--- src/rtl/usq_pkg.sv ---
package usq_pkg;

  localparam int CW_D    = 34;
  localparam int AW_D    = 6;
  localparam int OPW_D   = 4;
  localparam int DEPTH_D = 54;

  // Minimal default program: fetch 0 -> 1 -> 2 -> dispatch,
  // every execute entry (48..53) returns straight to 0.
  function automatic logic [CW_D*DEPTH_D-1:0] default_image();
    logic [CW_D*DEPTH_D-1:0] img;
    logic [CW_D-1:0] w;
    img = '0;
    for (int a = 0; a < DEPTH_D; a++) begin
      w = '0;
      w[AW_D + (a % (CW_D - AW_D))] = 1'b1;
      if (a == 0)      w[AW_D-1:0] = AW_D'(1);
      else if (a == 1) w[AW_D-1:0] = AW_D'(2);
      else if (a == 2) w[AW_D-1:0] = '1;
      else             w[AW_D-1:0] = '0;
      img[a*CW_D +: CW_D] = w;
    end
    return img;
  endfunction

endpackage

--- src/rtl/usq_next.sv ---
module usq_next #(
  parameter int AW  = 6,
  parameter int OPW = 4
) (
  input  logic [AW-1:0]  field_i,
  input  logic [OPW-1:0] opcode_i,
  output logic [AW-1:0]  next_o
);
  localparam int PREFIX_W = AW - OPW;
  localparam logic [AW-1:0] JUMP_CODE = '1;

  logic [AW-1:0] entry;

  assign entry = {{PREFIX_W{1'b1}}, opcode_i};

  always_comb begin
    if (field_i == JUMP_CODE) next_o = entry;
    else                      next_o = field_i;
  end
endmodule

--- src/rtl/usq_store.sv ---
module usq_store #(
  parameter int CW    = 34,
  parameter int AW    = 6,
  parameter int DEPTH = 54,
  parameter logic [CW*DEPTH-1:0] IMAGE = '0
) (
  input  logic          clk,
  input  logic [AW-1:0] raddr_i,
  output logic [CW-1:0] rdata_o
);
  logic [CW-1:0] mem [DEPTH];

  for (genvar g = 0; g < DEPTH; g++) begin : g_fill
    assign mem[g] = IMAGE[g*CW +: CW];
  end

  always_ff @(posedge clk) begin
    if (int'(raddr_i) < DEPTH) rdata_o <= mem[raddr_i];
    else                       rdata_o <= '0;
  end
endmodule

--- src/rtl/usq_sequencer.sv ---
module usq_sequencer #(
  parameter int CW    = usq_pkg::CW_D,
  parameter int AW    = usq_pkg::AW_D,
  parameter int OPW   = usq_pkg::OPW_D,
  parameter int DEPTH = usq_pkg::DEPTH_D,
  parameter logic [CW*DEPTH-1:0] IMAGE = usq_pkg::default_image()
) (
  input  logic           clk,
  input  logic           rst_n,
  input  logic [OPW-1:0] opcode_i,
  output logic [CW-1:0]  ctrl_o,
  output logic [AW-1:0]  uaddr_o
);
  logic [AW-1:0] next_addr;
  logic [AW-1:0] read_addr;
  logic [AW-1:0] uaddr_q;

  usq_next #(.AW(AW), .OPW(OPW)) u_next (
    .field_i  (ctrl_o[AW-1:0]),
    .opcode_i (opcode_i),
    .next_o   (next_addr)
  );

  assign read_addr = rst_n ? next_addr : '0;

  usq_store #(.CW(CW), .AW(AW), .DEPTH(DEPTH), .IMAGE(IMAGE)) u_store (
    .clk     (clk),
    .raddr_i (read_addr),
    .rdata_o (ctrl_o)
  );

  always_ff @(posedge clk) uaddr_q <= read_addr;

  assign uaddr_o = uaddr_q;
endmodule

--- config.mk ---
export PLATFORM = sky130hd
export DESIGN_NAME = usq_sequencer
export DESIGN_NICKNAME = d
export VERILOG_FILES = /design/src/rtl/usq_pkg.sv /design/src/rtl/usq_next.sv /design/src/rtl/usq_store.sv /design/src/rtl/usq_sequencer.sv
export SDC_FILE = /design/constraint.sdc
export NUM_CORES = 1
export LEC_CHECK = 0
export BUFFER_PORTS_ARGS = -buffer_cell sky130_fd_sc_hd__buf_4
export CORE_AREA = 2 2 50 52
export CTS_BUF_LIST = sky130_fd_sc_hd__clkbuf_4 sky130_fd_sc_hd__clkbuf_8
export DETAILED_ROUTE_END_ITERATION = 8
export DIE_AREA = 0 0 52 54
export GPL_ROUTABILITY_DRIVEN = 0
export PLACE_DENSITY_LB_ADDON = 0.1
export SETUP_SLACK_MARGIN = 0.05
export SLEW_MARGIN = 20
export SYNTH_ARGS = -nofsm -noshare
export SYNTH_HDL_FRONTEND = slang
export SYNTH_SLANG_ARGS = --single-unit
--- constraint.sdc ---
create_clock -name clk -period 1.55 [get_ports clk]
set_clock_uncertainty 0.05 [all_clocks]
set_input_delay 0.0775 -clock clk [delete_from_list [all_inputs] [get_ports clk]]
set_output_delay 0.0775 -clock clk [all_outputs]
set_load 0.1 [all_outputs]
# Word-level counts from Yosys, hierarchy flattened
# Memories as Yosys holds them, arrays and structs flattened. A register that Yosys moved wholly into a read port is not among the register bits.
# Cells that the tools add are included.
dict set report word_totals {
  wordCells 8
  ff_bits 6
  memories 1
  mem_bits_ro 2176
  latchBits 0
  mem_bits_rw 0
  output_inout_bits 40
}
dict set report classes {
  addsub 0
  n_reduce_logical 1
  multipliers 0
  shift 0
  bitwise 1
  div_mod_pow 0
  eq_ne 1
  n_mux 2
  magnitude_cmp 1
}
# name depth width rd rd_clocked_by_memory_dff write_ports line
set mem_list {}
lappend mem_list {{(no name shown)} 64 34 1 1 0 usq_store.sv:18} ;# if (int'(raddr_i) < DEPTH) rdata_o <= mem[raddr_i];
# operator n
set ops {}
lappend ops {{$mux W6} 2}
lappend ops {{$not A6 Y7} 1}
lappend ops {{$eq A6 B6 Y1 const B} 1}
lappend ops {{$lt A6 B6 Y1 const B} 1}
lappend ops {{$logic_not A1 Y1} 1}

# Depth between registers and ports, before layout
dict set report depth {
  word_depth 5
  depth_mapped 5
}

# Hierarchy
# A second synthesis with hierarchy kept.
dict set report hier_totals {
  cells_unflattened 123
  area_unflattened_um2 1291.2
}
# module cells_each area_each_um2 instances
set modules_own_cells {}
lappend modules_own_cells {usq_store 101 1067.3 1}
lappend modules_own_cells {usq_sequencer 12 157.7 1}
lappend modules_own_cells {usq_next 10 66.3 1}

# Worst setup path after synthesis
# OpenSTA, ideal clock, no wires.
dict set report synth_timing {
  path_type {register to register}
  startpoint {register u_store.rdata_o[5]}
  endpoint {register u_store.rdata_o[27]}
  path_stages_with_launch 6
  t_required_ns 1.385
  setup_time_ns 0.115
  path_buffers 0
  arrival_time_ns 1.913
  path_slack_ns -0.528
  path_cell_list {dfxtp_1 nand2_1 o211ai_1 inv_1 ha_1 nor3b_2}
}
dict set report synth_via {
  elab_chain_len 5
  word_cells_on_any_way 6
  cone_classes {order compare: 1; eq/ne: 1; mux: 2; bitwise: 1; reduce/logical: 1}
}
# element line
set synth_rtl {}
lappend synth_rtl {{from (decl)} usq_store.sv:9} ;# output logic [CW-1:0] rdata_o
lappend synth_rtl {{$eq A6 B6 Y1 *} usq_next.sv:17} ;# if (field_i == JUMP_CODE) next_o = entry;
lappend synth_rtl {{$mux W6 *} usq_next.sv:17}
lappend synth_rtl {{$mux W6 *} usq_sequencer.sv:24} ;# assign read_addr = rst_n ? next_addr : '0;
lappend synth_rtl {{via read_addr[0]} usq_sequencer.sv:15} ;# logic [AW-1:0] read_addr;
lappend synth_rtl {{$lt A6 B6 Y1} usq_store.sv:18}
lappend synth_rtl {{$logic_not A1 Y1 (no source line)} --}
# Mark *: on every way through the listed nets, which the timed path passes. The rest lies on a longest branch.

# Worst setup path in the final report
dict set report layout_timing {
  startpoint {register u_store.rdata_o[5]}
  endpoint {register u_store.rdata_o[29]}
}
# The elaborated chain is that of the path after synthesis.

==> impl_metrics.py <==
metrics = {
    "grt": {
        "antenna_found_initial": 0,
        "grt_pass1_wl_um": 2520,
        "grt_use_total_pct": 13.6,
        "overflow": 0,
        "grt_start_max_net_pins": 11,
        "grt_pass1_vias": 584,
    },
    "setup_path": {
        "crit_required_ns": 1.72,
        "path_max_fanout": 7,
        "critPathLaunchType": "flop",
        "cp_cell_sequence": "nand2_1, o211ai_1, inv_1, ha_2, nor3b_2",
        "path_buf_inv": 1,
        "cp.arrival_ns": 1.58,
        "crit_type": "reg2reg",
        "cp-end-kind": "flop",
        "cp_slowest_cell": "dfxtp_4",
        "crit_family": "flip-flops",
        "max_stage_delay_ns": 0.38,
    },
    "synthesis": {
        "synth_top_area_share_pct": 72.6,
        "synth_area_per_cell_sq_um": 13.1,
        "synthAdderAreaFrac_pct": 5.04,
        "yosysSeqAreaShare_pct": 72.6,
        "ys_top_cells_by_area": "dfxtp_1, ha_1, nor3b_2, and2_1, buf_4",
        "synth_mux_area_share_pct": 0,
        "synth_xor_area_share_pct": 0,
        "synth_cell_types": 15,
        "yosys_register_bits": 36,
        "synthSimpleGateAreaFrac_pct": 16.3,
        "synth_top_family_by_area": "simple AND/OR/NAND/NOR gates",
        "syn_area_sq_um": 992,
        "ys_warn_count": 0,
        "netlist_instances": 76,
        "synth_top_area_cell": "dfxtp_1",
        "synth_compound_area_share_pct": 0.757,
    },
    "sta": {
        "rsz0062_at_grt": "false",
        "maxSlewViolCount": 0,
        "finalSetupViolations": 0,
        "fin_tns_setup_ns": 0,
        "finalCritPeriodShare_pct": 91.1,
        "clock.fmax_mhz": 708,
        "finalCriticalPeriod_ns": 1.41,
        "finalHoldViolations": 0,
    },
    "final_layout": {
        "layout_common_cells": "buf_4, dfxtp_1, conb_1, nor2_1",
        "drive_above_1_share_pct": 43.8,
        "final_common_cell": "buf_4",
        "final_cell_area_sq_um": 1490,
        "final_nets": 154,
        "diodes": 0,
        "fillCellCount": 201,
        "seqCellArea_sq_um": 732,
        "area_delta_synth_final_pct": 50.6,
        "multi_input_area_sq_um": 292,
    },
    "routing": {
        "avgRoutedWirePerCell_um": 9.49,
        "routed_wl_um": 1650,
        "postRouteAntennaNets": 0,
        "drtIter0Drc": 9,
        "drt-pass1-iter-count": 3,
        "avgViaCountPerCell": 3.83,
        "route.vias.total": 667,
        "drc": 0,
    },
    "floorplan": {
        "die_width_um": 52,
        "die_area_sq_um": 2810,
        "io_pins": 46,
        "initial_core_util_pct": 42.8,
        "row_count": 18,
        "core-area_sq_um": 2320,
        "die_h_um": 54,
    },
    "clock_tree": {
        "post_cts_resized": 0,
        "cts.htree.levels": 2,
        "cts_root_buf": "clkbuf_4",
        "numClockSinks": 36,
        "cts_made_buffers": 5,
        "clockBufferDepth": 2,
        "clk_latency_ns": 0.32,
        "cts_tree": "done",
        "clk_pin_slew_ns": 0.10,
    },
    "placed_design": {
        "port_buffers": 45,
        "dpl_cell_area_sq_um": 1410,
        "dpl.hpwl_um": 1220,
    },
    "power": {
        "power_density_nw_per_um2": 1650,
        "ir_worst_vdd_v": 0.00114,
        "leakagePower_nw": 0.727,
    },
    "status": {
        "outcome": "finished clean",
    },
    "min_path": {
        "hold_class": "in2reg",
    },
    "job": {
        "max_cap_violations": 0,
    },
}
## repair_timing
action                                 in CTS  in global routing
setup endpoints to repair                   0                  3
endpoints found under the hold margin       8                  0
hold buffers                                3                  0
buffers inserted                            0                  1
## flip-flops by register name (all words and copies together), names as in the netlist
name             flops
uaddr_o              5
u_store.rdata_o     31
## final cells by class
| type | instances | share of cell area (%) |
|---|---|---|
| flip-flops and latches | 36 | 49.0 |
| repair buffers | 49 | 25.1 |
| multi-input cells | 50 | 19.5 |
| clock buffers | 6 | 3.02 |
| well taps | 30 | 2.51 |
| inverters | 2 | 0.503 |
| clock inverters | 1 | 0.335 |
## worst paths after layout
kind	depth (start not counted)	endpoint	from	slack, ns
max	5	u_store.rdata_o[29]	u_store.rdata_o[5]	0.14
min	3	uaddr_o[1]	rst_n	0.03
max reg2reg	5	u_store.rdata_o[29]	u_store.rdata_o[5]	0.14
min reg2reg	3	uaddr_o[3]	u_store.rdata_o[1]	0.51
## synthesized netlist by cell type
cell      instances
and2_1            6
buf_4             4
buf_6             1
conb_1            1
dfxtp_1          36
ha_1              4
inv_1             2
nand2_1           5
nand2b_1          1
nor2_1            7
nor3_1            2
nor3b_2           4
o211ai_1          1
or2_2             1
or3_1             1
## power by group
group / internal [W] / switching [W]
Combinational: 0.000180 / 0.000790
Clock: 0.000184 / 0.000265
Sequential: 0.00101 / 0.0000381
## worst register-to-register path, stage by stage (launching register included)
cell and delay [ns]:
dfxtp_4 0.38, nand2_1 0.05, o211ai_1 0.29, inv_1 0.18
ha_2 0.21, nor3b_2 0.15
## cell families (layout without fill, tap and decap cells)
kind of cell             count (synthesis)  in the layout
flip-flops                              36             36
AND/OR/NAND/NOR                         27             27
buffers and inverters                    7             58
adder cells (fa/ha/maj)                  4              4
other                                    1             18
AO/OA/AOI/OAI                            1              1
## metal layers
| metal | up-vias | routed length, um | track usage [%] |
|---|---|---|---|
| li1 | 347 | - | - |
| met5 | - | 0 | 0 |
| met2 | 28 | 772 | 20.5 |
| met3 | 8 | 144 | 6.39 |
| met1 | 284 | 679 | 14.1 |
| met4 | 0 | 55 | 12.7 |
## through the flow
step | std cells | power, W | hold slack, ns | setup WS (ns) | utilization (%)
2_1_floorplan | 93 | 0.00187 | 0.0970 | 0.00935 | -
3_3_place_gp | 163 | 0.00203 | 0.256 | 0.162 | 60.6
3_5_place_dp | 163 | 0.00204 | 0.259 | 0.103 | 60.6
4_1_cts | 173 | 0.00250 | 0.0145 | 0.0855 | 64.1
5_1_grt | 174 | 0.00258 | 0.0297 | 0.0663 | 64.4
6_report | 174 | 0.00247 | 0.0253 | 0.138 | 64.4
Power figures use the tool's default switching activity.
